## config.mk

```make
export PLATFORM = sky130hd
export DESIGN_NAME = ddc_mux_port_sel
export DESIGN_NICKNAME = d
export VERILOG_FILES = /design/src/rtl/msel_pkg.sv /design/src/rtl/msel_fsm.sv /design/src/rtl/msel_datapath.sv /design/src/rtl/msel_req_gen.sv /design/src/rtl/ddc_mux_port_sel.sv
export SDC_FILE = /design/constraint.sdc
export NUM_CORES = 1
export LEC_CHECK = 0
export BUFFER_PORTS_ARGS = -buffer_cell sky130_fd_sc_hd__buf_2
export CAP_MARGIN = 15
export CELL_PAD_IN_SITES_DETAIL_PLACEMENT = 0
export CELL_PAD_IN_SITES_GLOBAL_PLACEMENT = 1
export CORE_MARGIN = 2
export CORE_UTILIZATION = 30
export CTS_BUF_LIST = sky130_fd_sc_hd__clkbuf_4 sky130_fd_sc_hd__clkbuf_8 sky130_fd_sc_hd__clkbuf_16
export CTS_CLUSTER_DIAMETER = 50
export CTS_CLUSTER_SIZE = 30
export DETAILED_ROUTE_END_ITERATION = 10
export GPL_TIMING_DRIVEN = 0
export HOLD_SLACK_MARGIN = 0.02
export PLACE_DENSITY = 0.74
export SYNTH_ARGS = -nofsm -noshare
export SYNTH_HDL_FRONTEND = slang
export SYNTH_SLANG_ARGS = --single-unit
export TNS_END_PERCENT = 1
```

## constraint.sdc

```tcl
create_clock -name clk -period 1.6 [get_ports clk]
set_input_delay 0.24 -clock clk [delete_from_list [all_inputs] [get_ports clk]]
set_output_delay 0.24 -clock clk [all_outputs]
set_load 0.005 [all_outputs]
```

## src/rtl/msel_pkg.sv

```systemverilog
package msel_pkg;
  localparam int unsigned DEV_W  = 7;
  localparam int unsigned BYTE_W = 8;
  localparam int unsigned OP_W   = 2;

  localparam logic [OP_W-1:0] OP_WR_ONE = 2'd0;
  localparam logic [OP_W-1:0] OP_RD_ONE = 2'd1;
  localparam logic [OP_W-1:0] OP_WR_TWO = 2'd2;

  typedef enum logic [2:0] {
    S_IDLE, S_RD_DIR, S_WR_DIR, S_RD_LVL, S_WR_LVL, S_DONE
  } seq_state_t;

  // Pins in the mask become outputs: their direction bits are cleared.
  function automatic logic [BYTE_W-1:0] dir_merge(input logic [BYTE_W-1:0] rd,
                                                  input logic [BYTE_W-1:0] m);
    return rd & ~m;
  endfunction

  // Masked pins take the requested level; the others keep what was read.
  function automatic logic [BYTE_W-1:0] lvl_merge(input logic [BYTE_W-1:0] rd,
                                                  input logic [BYTE_W-1:0] m,
                                                  input logic [BYTE_W-1:0] s);
    return (rd & ~m) | (s & m);
  endfunction
endpackage

```

## src/rtl/msel_fsm.sv

```systemverilog
module msel_fsm
  import msel_pkg::*;
(
  input  logic       clk,
  input  logic       rst_n,
  input  logic       cmd_valid,
  input  logic       go_ok,
  input  logic       txn_done,
  output seq_state_t state,
  output logic       phase,
  output logic       accept,
  output logic       final_ack,
  output logic       busy,
  output logic       done
);
  seq_state_t state_n;
  logic       phase_n;

  assign accept    = (state == S_IDLE) && cmd_valid;
  assign final_ack = (state == S_WR_LVL) && txn_done;
  assign busy      = (state != S_IDLE);
  assign done      = (state == S_DONE);

  always_comb begin
    state_n = state;
    phase_n = phase;
    case (state)
      S_IDLE:   if (cmd_valid) state_n = go_ok ? S_RD_DIR : S_DONE;
      S_RD_DIR: if (txn_done) begin
                  if (phase) begin state_n = S_WR_DIR; phase_n = 1'b0; end
                  else phase_n = 1'b1;
                end
      S_WR_DIR: if (txn_done) state_n = S_RD_LVL;
      S_RD_LVL: if (txn_done) begin
                  if (phase) begin state_n = S_WR_LVL; phase_n = 1'b0; end
                  else phase_n = 1'b1;
                end
      S_WR_LVL: if (txn_done) state_n = S_DONE;
      S_DONE:   state_n = S_IDLE;
      default:  begin state_n = S_IDLE; phase_n = 1'b0; end
    endcase
  end

  always_ff @(posedge clk or negedge rst_n) begin
    if (!rst_n) begin
      state <= S_IDLE;
      phase <= 1'b0;
    end else begin
      state <= state_n;
      phase <= phase_n;
    end
  end

  // completion pulse is a single cycle and follows the final ack
  a_r6_done_single: assert property (@(posedge clk) disable iff (!rst_n)
    done |=> !done);
  a_r6_done_after_final: assert property (@(posedge clk) disable iff (!rst_n)
    final_ack |=> done);
  // refused routing finishes on the next cycle
  a_r2_bypass_done: assert property (@(posedge clk) disable iff (!rst_n)
    (accept && !go_ok) |=> done);
endmodule

```

## src/rtl/msel_datapath.sv

```systemverilog
module msel_datapath
  import msel_pkg::*;
(
  input  logic              clk,
  input  logic              rst_n,
  input  logic              accept,
  input  logic              busy,
  input  logic              rd_ack,
  input  logic              txn_done,
  input  logic              txn_nack,
  input  logic [BYTE_W-1:0] txn_rdata,
  input  logic [DEV_W-1:0]  cmd_dev_addr,
  input  logic [BYTE_W-1:0] cmd_pin_mask,
  input  logic [BYTE_W-1:0] cmd_pin_state,
  output logic [DEV_W-1:0]  dev_q,
  output logic [BYTE_W-1:0] mask_q,
  output logic [BYTE_W-1:0] lvl_q,
  output logic [BYTE_W-1:0] rd_q,
  output logic              err_q
);
  logic nack_evt;
  assign nack_evt = txn_done && txn_nack;

  always_ff @(posedge clk or negedge rst_n) begin
    if (!rst_n) begin
      dev_q  <= '0;
      mask_q <= '0;
      lvl_q  <= '0;
      rd_q   <= '0;
      err_q  <= 1'b0;
    end else if (accept) begin
      dev_q  <= cmd_dev_addr;
      mask_q <= cmd_pin_mask;
      lvl_q  <= cmd_pin_state;
      rd_q   <= '0;
      err_q  <= 1'b0;
    end else begin
      if (rd_ack && !txn_nack) rd_q <= txn_rdata;
      if (nack_evt) err_q <= 1'b1;
    end
  end

  // error flag is sticky until a new command is taken
  a_r8_err_sticky: assert property (@(posedge clk) disable iff (!rst_n)
    (err_q && !accept) |=> err_q);
  a_r8_err_set: assert property (@(posedge clk) disable iff (!rst_n)
    nack_evt |=> err_q);
  // a refused read leaves the captured byte alone
  a_r9_rd_hold: assert property (@(posedge clk) disable iff (!rst_n)
    (nack_evt && !accept) |=> $stable(rd_q));
  // command fields stay put while busy
  a_r7_cmd_hold: assert property (@(posedge clk) disable iff (!rst_n)
    busy |=> ($stable(dev_q) && $stable(mask_q) && $stable(lvl_q)));
endmodule

```

## src/rtl/msel_req_gen.sv

```systemverilog
module msel_req_gen
  import msel_pkg::*;
#(
  parameter logic [BYTE_W-1:0] DIR_IDX = 8'h03,
  parameter logic [BYTE_W-1:0] LVL_IDX = 8'h01
) (
  input  logic              clk,
  input  logic              rst_n,
  input  seq_state_t        state,
  input  logic              phase,
  input  logic [DEV_W-1:0]  dev_q,
  input  logic [BYTE_W-1:0] mask_q,
  input  logic [BYTE_W-1:0] lvl_q,
  input  logic [BYTE_W-1:0] rd_q,
  output logic              txn_req,
  output logic [OP_W-1:0]   txn_op,
  output logic [DEV_W-1:0]  txn_dev_addr,
  output logic [BYTE_W-1:0] txn_byte0,
  output logic [BYTE_W-1:0] txn_byte1,
  output logic              rd_phase
);
  assign txn_dev_addr = dev_q;

  always_comb begin
    txn_req   = 1'b0;
    txn_op    = OP_WR_ONE;
    txn_byte0 = '0;
    txn_byte1 = '0;
    rd_phase  = 1'b0;
    case (state)
      S_RD_DIR: begin
        txn_req   = 1'b1;
        txn_op    = phase ? OP_RD_ONE : OP_WR_ONE;
        txn_byte0 = DIR_IDX;
        rd_phase  = phase;
      end
      S_WR_DIR: begin
        txn_req   = 1'b1;
        txn_op    = OP_WR_TWO;
        txn_byte0 = DIR_IDX;
        txn_byte1 = dir_merge(rd_q, mask_q);
      end
      S_RD_LVL: begin
        txn_req   = 1'b1;
        txn_op    = phase ? OP_RD_ONE : OP_WR_ONE;
        txn_byte0 = LVL_IDX;
        rd_phase  = phase;
      end
      S_WR_LVL: begin
        txn_req   = 1'b1;
        txn_op    = OP_WR_TWO;
        txn_byte0 = LVL_IDX;
        txn_byte1 = lvl_merge(rd_q, mask_q, lvl_q);
      end
      default: ;
    endcase
  end

  // no bit outside the mask differs from what was read
  a_r5_outside_mask: assert property (@(posedge clk) disable iff (!rst_n)
    (txn_req && txn_op == OP_WR_TWO) |-> (((txn_byte1 ^ rd_q) & ~mask_q) == '0));
  // direction write leaves every masked pin as output
  a_r4_dir_cleared: assert property (@(posedge clk) disable iff (!rst_n)
    (txn_req && txn_op == OP_WR_TWO && txn_byte0 == DIR_IDX) |-> ((txn_byte1 & mask_q) == '0));
endmodule

```

## src/rtl/ddc_mux_port_sel.sv

```systemverilog
module ddc_mux_port_sel
  import msel_pkg::*;
#(
  parameter logic [7:0] DIR_IDX = 8'h03,
  parameter logic [7:0] LVL_IDX = 8'h01
) (
  input  logic       clk,
  input  logic       rst_n,
  input  logic       cmd_valid,
  input  logic       cmd_route_ok,
  input  logic       cmd_bus_ok,
  input  logic [6:0] cmd_dev_addr,
  input  logic [7:0] cmd_pin_mask,
  input  logic [7:0] cmd_pin_state,
  output logic       busy,
  output logic       done,
  output logic       err,
  output logic       txn_req,
  output logic [1:0] txn_op,
  output logic [6:0] txn_dev_addr,
  output logic [7:0] txn_byte0,
  output logic [7:0] txn_byte1,
  input  logic       txn_done,
  input  logic       txn_nack,
  input  logic [7:0] txn_rdata
);
  seq_state_t        state;
  logic              phase, accept, final_ack, rd_phase, rd_ack, go_ok;
  logic [DEV_W-1:0]  dev_q;
  logic [BYTE_W-1:0] mask_q, lvl_q, rd_q;

  assign go_ok  = cmd_route_ok && cmd_bus_ok;
  assign rd_ack = rd_phase && txn_done;

  msel_fsm u_fsm (
    .clk(clk), .rst_n(rst_n), .cmd_valid(cmd_valid), .go_ok(go_ok),
    .txn_done(txn_done), .state(state), .phase(phase), .accept(accept),
    .final_ack(final_ack), .busy(busy), .done(done)
  );

  msel_datapath u_dp (
    .clk(clk), .rst_n(rst_n), .accept(accept), .busy(busy), .rd_ack(rd_ack),
    .txn_done(txn_done), .txn_nack(txn_nack), .txn_rdata(txn_rdata),
    .cmd_dev_addr(cmd_dev_addr), .cmd_pin_mask(cmd_pin_mask),
    .cmd_pin_state(cmd_pin_state), .dev_q(dev_q), .mask_q(mask_q),
    .lvl_q(lvl_q), .rd_q(rd_q), .err_q(err)
  );

  msel_req_gen #(.DIR_IDX(DIR_IDX), .LVL_IDX(LVL_IDX)) u_req (
    .clk(clk), .rst_n(rst_n), .state(state), .phase(phase), .dev_q(dev_q),
    .mask_q(mask_q), .lvl_q(lvl_q), .rd_q(rd_q), .txn_req(txn_req),
    .txn_op(txn_op), .txn_dev_addr(txn_dev_addr), .txn_byte0(txn_byte0),
    .txn_byte1(txn_byte1), .rd_phase(rd_phase)
  );

  // an outstanding request holds every field until completion
  a_r10_req_hold: assert property (@(posedge clk) disable iff (!rst_n)
    (txn_req && !txn_done) |=> (txn_req && $stable(txn_op) && $stable(txn_byte0)
                                && $stable(txn_byte1) && $stable(txn_dev_addr)));
  // a refused command raises no request
  a_r2_no_traffic: assert property (@(posedge clk) disable iff (!rst_n)
    (accept && !go_ok) |=> !txn_req);
  // no request outside a busy command
  a_r7_req_only_busy: assert property (@(posedge clk) disable iff (!rst_n)
    txn_req |-> busy);
endmodule

```

Word level (Yosys, flattened, before mapping)
Index checks and enable logic that the tools add are counted.

storage, ports and cells
  register bits = 36
  input bits = 38

operators by class
  mux-type cells = 22
  equality and inequality tests = 13
  bitwise operators = 5
  reduce and logical (&&, ||, !) cells = 18

operator list
  cell                number
  $mux 3              8
  $and 8x8->8         2
  $mux 8              2
  $pmux 8 s2          1
  $pmux 3 s5          1
  $ne 2x2->1 const B  5
  $not 8->8           1
  $or 8x8->8          1
  $pmux 2 s2          2
  $reduce_or 2->1     4
  $reduce_or 4->1     2
  $mux 1              7
  $reduce_and 7->1    1
  $eq 3x2->1 const B  2
  $eq 3x3->1 const B  2
  $ne 2x1->1 const B  3
  $logic_and 1x1->1   5
  $reduce_bool 2->1   2
  $eq 3x1->1 const B  1
  $logic_not 3->1     1
  $reduce_bool 3->1   1
  $pmux 1 s2          1
  $reduce_and 2->1    1
  $logic_not 1->1     1
  $not 1->1           1

Depth between registers and ports, before layout
Gate-level depths: netlist of the first run.

  word-level depth = 7
  mapped depth = 6
  gate-level depth less buffers = 3

Modules after synthesis
Synthesis of the first run repeated with hierarchy kept, for this count alone.

second synthesis, totals
  cell total of the unflattened synthesis = 171
  area, all modules = 2047.0 sq um

modules (own cells, without submodules)
  module            seq. area each (sq um)  cells an instance  area each (sq um)  times used
  msel_datapath     800.8                   86                 1368.8             1
  msel_req_gen      0.0                     52                 399.1              1
  msel_fsm          100.1                   31                 266.5              1
  ddc_mux_port_sel  0.0                     2                  12.5               1

Worst setup path before layout of the first run
No wires, ideal clock.

  path type = register to register
  from = register u_fsm.state[1]
  to = register u_dp.dev_q[1]
  period minus slack after synthesis = 1.564 ns
  data required time = 1.473 ns
  path buffers = 3
  setup time = 0.127 ns
  cell stages (with the launch flop) = 6
  data arrival time = 1.437 ns
  setup slack = 0.036 ns
  cells stage by stage = dfrtp_1 > buf_2 > nor4b_2 > buf_2 > buf_6 > mux2_1

on the way
  cells in the longest elaborated chain, start to end = 2

ends and longest elaborated chain
  element                   line                 text
  start: declaration        msel_fsm.sv:9        output seq_state_t state,
  start signal: assignment  msel_fsm.sv:49       state <= state_n;
  $logic_not 3->1           msel_fsm.sv:19       assign accept = (state == S_IDLE) && cmd_valid;
  $logic_and 1x1->1         msel_fsm.sv:19
  end signal: assignment    msel_datapath.sv:32  dev_q <= cmd_dev_addr;
  end: declaration          msel_datapath.sv:15  output logic [DEV_W-1:0] dev_q,

Every way passes these cells.
A chain may end at the register's enable or synchronous reset.

Final worst setup path of the first run
  from = register u_fsm.state[2]
  to = output port txn_byte1[6]

on the way
  cells in the longest elaborated chain, start to end = 2

ends and longest elaborated chain
  element                                   line                    text
  $eq 3x3->1 or $eq 3x2->1 (tied branches)  msel_req_gen.sv:30      case (state)
  $pmux 8 s2 *                              msel_req_gen.sv:30
  end: declaration                          ddc_mux_port_sel.sv:22  output logic [7:0] txn_byte1,

Every way passes the cells marked *; elsewhere a longest branch is shown, timed or not.

==> results of run 1 <==
==> synthesized netlist by cell type (3+ instances only) <==
master | n | area share
a21oi_1 | 3 | 0.0083
a32oi_1 | 6 | 0.029
buf_2 | 5 | 0.014
buf_4 | 7 | 0.029
dfrtp_1 | 36 | 0.50
inv_1 | 6 | 0.012
mux2_1 | 7 | 0.043
mux2_2 | 25 | 0.16
nand2_1 | 10 | 0.021
nand3_1 | 3 | 0.0083
nor2_1 | 11 | 0.023
nor2b_1 | 11 | 0.038
o21ai_0 | 9 | 0.025
xor2_1 | 3 | 0.014
==> state kept, by name, indices dropped and copies added (netlist names) <==
signal / count
u_dp.lvl_q: 8
u_dp.mask_q: 8
u_dp.rd_q: 8
u_dp.dev_q: 7
u_fsm.state: 3
u_dp.err_q: 1
u_fsm.phase: 1
==> stage by stage <==
stage	setup TNS, ps	util
detailed placement	-4250	0.378
CTS	-1260	0.423
global placement	-4220	0.378
global route	-2190	0.433
floorplan	0	-
finish	-733	0.433
==> where the power goes <==
| part | total, W | switching (W) | internal (W) |
|---|---|---|---|
| logic | 0.00210 | 0.000907 | 0.00120 |
| clock network | 0.00113 | 0.000346 | 0.000780 |
| registers | 0.00160 | 0.000258 | 0.00134 |
| total | 0.00483 | 0.00151 | 0.00331 |
==> area by class of cell <==
cell class | instances | area, um2
Buffer | 16 | 154
Fill cell | 587 | 3330
Clock inverter | 3 | 90.1
Multi-Input combinational cell | 106 | 866
Inverter | 6 | 22.5
Timing Repair Buffer | 65 | 354
Sequential cell | 36 | 902
Clock buffer | 5 | 68.8
Tap cell | 75 | 93.8
==> cells in the final DEF, fill, tap and decap left out, types with 2 or more instances in the layout <==
cell	n
a21oi_1	3
nor4b_4	2
nand3_1	3
buf_12	2
a32oi_1	6
nor2b_4	2
nand2_1	10
o21ai_0	9
nor2_1	10
xnor2_1	2
nand3b_1	2
clkbuf_8	6
conb_1	6
inv_1	6
dfrtp_1	35
buf_4	12
buf_6	5
buf_2	60
bufinv_16	3
mux2_4	8
nor2b_1	9
xor2_1	2
mux2_2	23
==> per-layer routing <==
metal | global-route usage | vias up | wire [um]
met5 | 0 | - | 0
met3 | 0.0363 | 5 | 268
met4 | 0.0400 | 0 | 44
met2 | 0.215 | 41 | 2040
li1 | - | 688 | -
met1 | 0.176 | 670 | 1950
==> worst register-to-register path: stages, from the launching register on <==
cell     delay [ps]
dfrtp_2         440
buf_4           150
nor4b_4         260
buf_6           200
buf_12          150
mux2_1          320
==> what timing repair did <==
item,in CTS,in global routing
endpoints found under the setup margin,43,34
resized for setup,17,17
gates cloned,0,1
setup buffers,4,0
pin swaps,1,2
==> final timing paths <==
check	startpoint	end	slack [ps]	cells after the start
setup / recovery	u_fsm.state[2]$_DFFE_PN0P_	txn_byte1[6]	-100	5
hold / removal	rst_n	u_dp.dev_q[5]$_DFFE_PN0P_	40	1
setup reg to reg	u_fsm.state[2]$_DFFE_PN0P_	u_dp.dev_q[4]$_DFFE_PN0P_	-40	5
hold reg to reg	u_dp.dev_q[4]$_DFFE_PN0P_	u_dp.dev_q[4]$_DFFE_PN0P_	490	1
max in group asynchronous	rst_n	u_fsm.state[2]$_DFFE_PN0P_	980	1
min in group clk	cmd_pin_mask[4]	u_dp.mask_q[4]$_DFFE_PN0P_	160	3
==> cells by family after synthesis <==
| logic type | after synthesis |
|---|---|
| xor gates and xnor gates | 5 |
| DFF | 36 |
| and+or+nand+nor | 43 |
| muxes | 32 |
| buffers and inverters | 22 |
| other | 1 |
| AOI/OAI and AO/OA | 20 |
==> flow_metrics.env, run 1 <==
export IMPL_synthMuxAreaShare=0.199
export IMPL_cap_viol_max_count=0
export IMPL_antenna_left=0
export IMPL_port_buffers=60
export IMPL_max_freq_ghz=0.590
export IMPL_p_per_area_nw_per_um2=1890
export IMPL_status="finished with violations"
export IMPL_antenna_cells=0
export IMPL_synth_adder_area_share=0
export IMPL_hold_path_class="in2async"
export IMPL_tightest_slew_ps=832
export IMPL_synth_compound_area_share=0.0710
export IMPL_layout_drive_gt1_share=0.540
export IMPL_start_util=0.308
export IMPL_final_area_um2=2550
export IMPL_core_area_um2=5890
export IMPL_dp_hpwl_mm=2.84
export IMPL_syn_area_um2=1810
export IMPL_vias_per_cell=4.50
export IMPL_path_buf_inv=2
export IMPL_leakagePower_nw=1.25
export IMPL_die_h_um=81.8
export IMPL_overflow=0
export IMPL_finClkSkew_ps=7.82
export IMPL_cts_tree="done"
export IMPL_rows=28
export IMPL_cp_max_fo=7
export IMPL_violations="negative setup slack"
export IMPL_dr_pass1_iters=4
export IMPL_rsz0062_at_grt="true"
export IMPL_cp_end_kind="output port"
export IMPL_dpl_instance_area_um2=2230
export IMPL_slowest_stage="dfrtp_2"
export IMPL_num_vias=1404
export IMPL_synth_area_per_cell_um2=11.4
export IMPL_root_buffer="clkbuf_8"
export IMPL_min_period_ps=1700
export IMPL_setup_slack_ps=-95.2
export IMPL_grt_pass1_vias=1321
export IMPL_clock_latency_ps=290
export IMPL_drv_slew=0
export IMPL_cts_buffers=5
export IMPL_synth_yosys_seq_area_share=0.497
export IMPL_fin_cells=312
export IMPL_yosys_area_share_simple=0.136
export IMPL_synth_top_family_by_area="multiplexers"
export IMPL_setup_violations=16
export IMPL_power_total_w=0.00483
export IMPL_syn_inst=159
export IMPL_cts_hold_buf=0
export IMPL_clkSlewWorstSetupHoldPaths_ps=80
export IMPL_slowest_delay_ps=440
export IMPL_synth_xor_area_frac=0.0241
export IMPL_grt_max_degree=37
export IMPL_grt_usage=0.134
export IMPL_pin_count=67
export IMPL_syn_to_final_growth_pct=40.6
export IMPL_die_width_um=81.8
export IMPL_final_hold_violation_count=0
export IMPL_place_congestion=0.685
export IMPL_dp_cells=299
export IMPL_worst_setup_path_type="reg2out"
export IMPL_cts_htree_levels=2
export IMPL_path_cells="buf_4 > nor2b_4 > a32oi_1 > nor2_1 > buf_2"
export IMPL_synthFlopType="dfrtp_1"
export IMPL_ir_drop_uv=808
export IMPL_wl_per_cell_um=13.8
export IMPL_path_delay_family="flip-flops"
export IMPL_grt_pass1_wl_mm=6.57
export IMPL_final_nets=274
export IMPL_yosys_warnings=0
export IMPL_relSlewSlack=0.445
export IMPL_clock_sinks=36
export IMPL_arrival_ps=1460
export IMPL_synth_edff_count=0
export IMPL_drtIter0Drc=38
export IMPL_yosys_register_bits=36
export IMPL_critPathLaunchType="register"
export IMPL_hold_ws_ps=40.1
export IMPL_die_area_um2=6690
export IMPL_drcViolationCount=0
export IMPL_dp_slack_ps=-233
export IMPL_timing_final_crit_share=1.06
export IMPL_antenna_found_initial=0
export IMPL_synth_distinct_cells=27
export IMPL_clockBufferDepth=2
export IMPL_async_flop_share=1.00
export IMPL_drt_wl_total_mm=4.30
export IMPL_critPathRequiredTime_ps=1360
(Power assumes the default switching activity.)
==> inputs of run 2 (changes only) <==
- PLACE_DENSITY: 0.74 -> 0.71
- REMOVE_ABC_BUFFERS: not set -> 1
- SYNTH_HIERARCHICAL: not set -> 1
==> flow_metrics.env, run 2 <==
export IMPL_slowest_stage="dfrtp_4"
export IMPL_setup_violations=40
export IMPL_vias_per_cell=4.68
export IMPL_worst_setup_path_type="reg2reg"
export IMPL_drt_wl_total_mm=4.95
export IMPL_syn_area_um2=2040
export IMPL_yosys_warnings=6
export IMPL_ir_drop_uv=1020
export IMPL_place_congestion=0.666
export IMPL_antenna_found_initial=0
export IMPL_core_area_um2=6680
export IMPL_start_util=0.306
export IMPL_final_core_util=0.390
export IMPL_antenna_cells=0
export IMPL_die_h_um=86.5
export IMPL_slowest_delay_ps=510
export IMPL_reg2regPathDepth=4
export IMPL_min_period_ps=1740
export IMPL_cp_max_fo=14
export IMPL_grt_max_degree=37
export IMPL_largest_registers="u_dp/lvl_q (8), u_dp/mask_q (8), u_dp/rd_q (8)"
export IMPL_cts_htree_levels=2
export IMPL_port_buffers=60
export IMPL_status="finished with violations"
export IMPL_dpl_instance_area_um2=2300
export IMPL_syn_to_final_growth_pct=27.6
export IMPL_worstSetupPathDepth=4
export IMPL_relSlewSlack=0.437
export IMPL_die_width_um=86.5
export IMPL_grt_usage=0.134
export IMPL_cap_viol_max_count=0
export IMPL_clock_latency_ps=280
export IMPL_clock_sinks=36
export IMPL_drtIter0Drc=37
export IMPL_grt_pass1_wl_mm=7.60
export IMPL_layout_drive_gt1_share=0.513
export IMPL_drv_slew=0
export IMPL_critPathLaunchType="register"
export IMPL_final_hold_violation_count=0
export IMPL_leakagePower_nw=1.21
export IMPL_layout_common_cells="60 x buf_2, 33 x dfrtp_1, 23 x mux2_4"
export IMPL_final_nets=269
export IMPL_root_buffer="clkbuf_8"
export IMPL_wl_per_cell_um=15.9
export IMPL_cts_tree="done"
export IMPL_die_area_um2=7480
export IMPL_clockBufferDepth=2
export IMPL_max_freq_ghz=0.575
export IMPL_cts_buffers=5
export IMPL_overflow=0
export IMPL_clkSlewWorstSetupHoldPaths_ps=80
export IMPL_violations="negative setup slack"
export IMPL_hold_ws_ps=56.6
export IMPL_critPathRequiredTime_ps=1770
export IMPL_antenna_left=0
export IMPL_final_common_cell="buf_2"
export IMPL_setup_slack_ps=-139
export IMPL_power_total_w=0.00469
export IMPL_dp_slack_ps=-876
export IMPL_dr_pass1_iters=4
export IMPL_p_per_area_nw_per_um2=1800
export IMPL_arrival_ps=1910
export IMPL_cts_hold_buf=0
export IMPL_final_area_um2=2610
export IMPL_path_cells="or3_4 > nor2_4 > buf_12 > mux2_4"
export IMPL_finClkSkew_ps=7.40
export IMPL_syn_inst=170
export IMPL_grt_pass1_vias=1428
export IMPL_path_delay_family="simple AND/OR/NAND/NOR gates"
export IMPL_timing_final_crit_share=1.09
export IMPL_rsz0062_at_grt="true"
export IMPL_tightest_slew_ps=844
export IMPL_rows=30
export IMPL_cp_end_kind="register"
export IMPL_synth_area_per_cell_um2=12.0
export IMPL_num_vias=1460
export IMPL_dp_hpwl_mm=2.83
export IMPL_drcViolationCount=0
export IMPL_hold_path_class="in2async"
export IMPL_path_buf_inv=1
export IMPL_pin_count=67
==> run 2: what timing repair did <==
item | CTS | global route
pin swaps | 7 | 5
setup endpoints to repair | 48 | 42
cloned | 0 | 1
buffers inserted | 10 | 1
gates resized for setup | 14 | 12
==> run 2: path summary, 6_finish.rpt <==
check	startpoint	end	slack, ps
setup / recovery	u_fsm/state[0]$_DFFE_PN0P_	u_dp/mask_q[5]$_DFFE_PN0P_	-140
hold / removal	rst_n	u_dp/lvl_q[0]$_DFFE_PN0P_	60
setup reg to reg	u_fsm/state[0]$_DFFE_PN0P_	u_dp/mask_q[5]$_DFFE_PN0P_	-140
hold reg to reg	u_dp/dev_q[0]$_DFFE_PN0P_	u_dp/dev_q[0]$_DFFE_PN0P_	510
max in group asynchronous	rst_n	u_fsm/state[0]$_DFFE_PN0P_	930
min in group clk	cmd_pin_mask[2]	u_dp/mask_q[2]$_DFFE_PN0P_	180
==> run 2: layer usage <==
layer | share of wire | global-route usage
met5 | 0 | 0
met1 | 0.48 | 0.182
met4 | 0.0073 | 0.0341
met2 | 0.48 | 0.217
met3 | 0.034 | 0.0286
==> run 2: per-stage QoR <==
step                      cells  setup TNS (ps)
final                       312           -4200
after global routing        312           -6260
after CTS                   310           -3090
after detailed placement    292          -25460
after global placement      291          -59200
after floorplan             151          -33200
==> run 2: layout make-up <==
| cell class | count | area, um2 |
|---|---|---|
| sequential | 36 | 907 |
| timing repair buffer | 73 | 460 |
| clock inverter | 1 | 7.51 |
| clock buffer | 7 | 90.1 |
| fill | 664 | 4080 |
| multi-input combinational | 113 | 1030 |
| inverter | 2 | 7.51 |
| tap | 80 | 100 |
==> run 2: power by group <==
group / leakage (nW) / switching, W / internal (W) / total (W)
combinational: 0.723 / 0.000953 / 0.00137 / 0.00232
clock: 0.0479 / 0.000337 / 0.000367 / 0.000705
sequential: 0.438 / 0.000317 / 0.00135 / 0.00166
total: 1.21 / 0.00161 / 0.00308 / 0.00469
==> inputs of run 3 (changes only) <==
- CORE_ASPECT_RATIO: not set -> 1.5
==> flow_metrics.env, run 3 (synthesis gave the netlist of run 2 again) <==
export IMPL_path_buf_inv=2
export IMPL_final_common_cell="buf_2"
export IMPL_vias_per_cell=4.71
export IMPL_wl_per_cell_um=15.3
export IMPL_hold_path_class="in2async"
export IMPL_path_cells="or3_4 > nor2_4 > buf_4 > clkbuf_16 > mux2_4"
export IMPL_setup_slack_ps=-124
export IMPL_dp_cells=288
export IMPL_cap_viol_max_count=0
export IMPL_leakagePower_nw=1.22
export IMPL_pin_count=67
export IMPL_r2r_slack_ps=-120
export IMPL_ir_drop_uv=810
export IMPL_final_core_util=0.399
export IMPL_fin_cells=308
export IMPL_drcViolationCount=0
export IMPL_clock_sinks=36
export IMPL_port_buffers=60
export IMPL_violations="negative setup slack"
export IMPL_antenna_cells=0
export IMPL_grt_usage=0.131
export IMPL_timing_rr_end="u_dp/dev_q[6]$_DFFE_PN0P_"
export IMPL_reg2regPathDepth=5
export IMPL_worstReg2RegStart="u_fsm/state[0]$_DFFE_PN0P_"
export IMPL_critPathLaunchType="register"
export IMPL_die_area_um2=7500
export IMPL_drv_slew=0
export IMPL_antenna_left=0
export IMPL_finClkSkew_ps=6.80
export IMPL_die_h_um=105
export IMPL_cp_max_fo=7
export IMPL_grt_pass1_wl_mm=7.60
export IMPL_drt_wl_total_mm=4.71
export IMPL_status="finished with violations"
export IMPL_layout_common_cells="60 x buf_2, 33 x dfrtp_1, 21 x mux2_4"
export IMPL_final_hold_violation_count=0
export IMPL_dp_hpwl_mm=2.90
export IMPL_num_vias=1450
export IMPL_antenna_found_initial=0
export IMPL_min_period_ps=1720
export IMPL_hold_ws_ps=35.6
export IMPL_grt_max_degree=37
export IMPL_clockBufferDepth=2
export IMPL_slowest_delay_ps=500
export IMPL_cts_tree="done"
export IMPL_core_area_um2=6530
export IMPL_final_nets=269
export IMPL_clkSlewWorstSetupHoldPaths_ps=80
export IMPL_cts_buffers=5
export IMPL_tightest_slew_ps=809
export IMPL_worst_setup_path_type="reg2reg"
export IMPL_max_freq_ghz=0.580
export IMPL_dr_pass1_iters=4
export IMPL_place_congestion=0.655
export IMPL_start_util=0.313
export IMPL_timing_final_crit_share=1.08
export IMPL_syn_to_final_growth_pct=27.6
export IMPL_relSlewSlack=0.461
export IMPL_root_buffer="clkbuf_8"
export IMPL_slowest_stage="dfrtp_4"
export IMPL_layout_drive_gt1_share=0.509
export IMPL_setup_violations=31
export IMPL_overflow=0
export IMPL_arrival_ps=1900
export IMPL_path_delay_family="simple AND/OR/NAND/NOR gates"
export IMPL_cp_end_kind="register"
export IMPL_power_total_w=0.00480
export IMPL_die_width_um=71.4
export IMPL_p_per_area_nw_per_um2=1840
export IMPL_critPathRequiredTime_ps=1770
export IMPL_clock_latency_ps=290
export IMPL_rsz0062_at_grt="true"
export IMPL_rows=36
export IMPL_grt_pass1_vias=1432
export IMPL_cts_hold_buf=0
export IMPL_cts_htree_levels=2
export IMPL_largest_registers="u_dp/lvl_q (8), u_dp/mask_q (8), u_dp/rd_q (8)"
export IMPL_dp_slack_ps=-953
export IMPL_drtIter0Drc=99
==> run 3: worst max-delay path by stage <==
stage,slack (ps),from,end,depth (start not counted)
CTS,-140,u_fsm/state[0]$_DFFE_PN0P_,u_dp/dev_q[0]$_DFFE_PN0P_,4
detailed placement,-950,u_fsm/state[0]$_DFFE_PN0P_,u_dp/mask_q[6]$_DFFE_PN0P_,4
floorplan,-1120,u_fsm/state[0]$_DFFE_PN0P_,u_dp/dev_q[0]$_DFFE_PN0P_,3
finish,-120,u_fsm/state[0]$_DFFE_PN0P_,u_dp/dev_q[6]$_DFFE_PN0P_,5
global route,-160,u_fsm/state[0]$_DFFE_PN0P_,u_dp/dev_q[0]$_DFFE_PN0P_,5
global placement,-1850,u_fsm/state[0]$_DFFE_PN0P_,u_dp/dev_q[1]$_DFFE_PN0P_,3
==> run 3: layer usage <==
layer,global-route usage,share of wire,vias up
met4,0.0526,0.010,0
met3,0.0270,0.041,2
met5,0,0,-
li1,-,-,698
met1,0.178,0.46,711
met2,0.200,0.48,39
==> run 3: area by class of cell <==
cell class / count / area (um2)
Multi-Input combinational cell: 113 / 1020
Tap cell: 76 / 95.1
Fill cell: 658 / 3930
Clock inverter: 2 / 35.0
Inverter: 2 / 7.51
Clock buffer: 6 / 76.3
Sequential cell: 36 / 907
Timing Repair Buffer: 73 / 459
==> run 3: stage by stage <==
| stage | TNS [ps] | instance area [um2] |
|---|---|---|
| 4_1_cts | -3590 | 2510 |
| 5_1_grt | -4120 | 2610 |
| 3_3_place_gp | -58480 | 2270 |
| 6_report | -2700 | 2610 |
| 2_1_floorplan | -33200 | 1880 |
| 3_5_place_dp | -27910 | 2300 |
==> run 3: repair_timing <==
action / CTS / global route
cloned: 0 / 1
endpoints found under the hold margin: 0 / 0
setup buffers: 6 / 5
endpoints found under the setup margin: 48 / 43
pin swaps: 4 / 7
resized for setup: 13 / 11
==> run 3: power by group <==
group / switching, W / internal (W)
Clock: 0.000338 / 0.000480
Sequential: 0.000303 / 0.00135
Combinational: 0.000944 / 0.00139
Total: 0.00158 / 0.00322
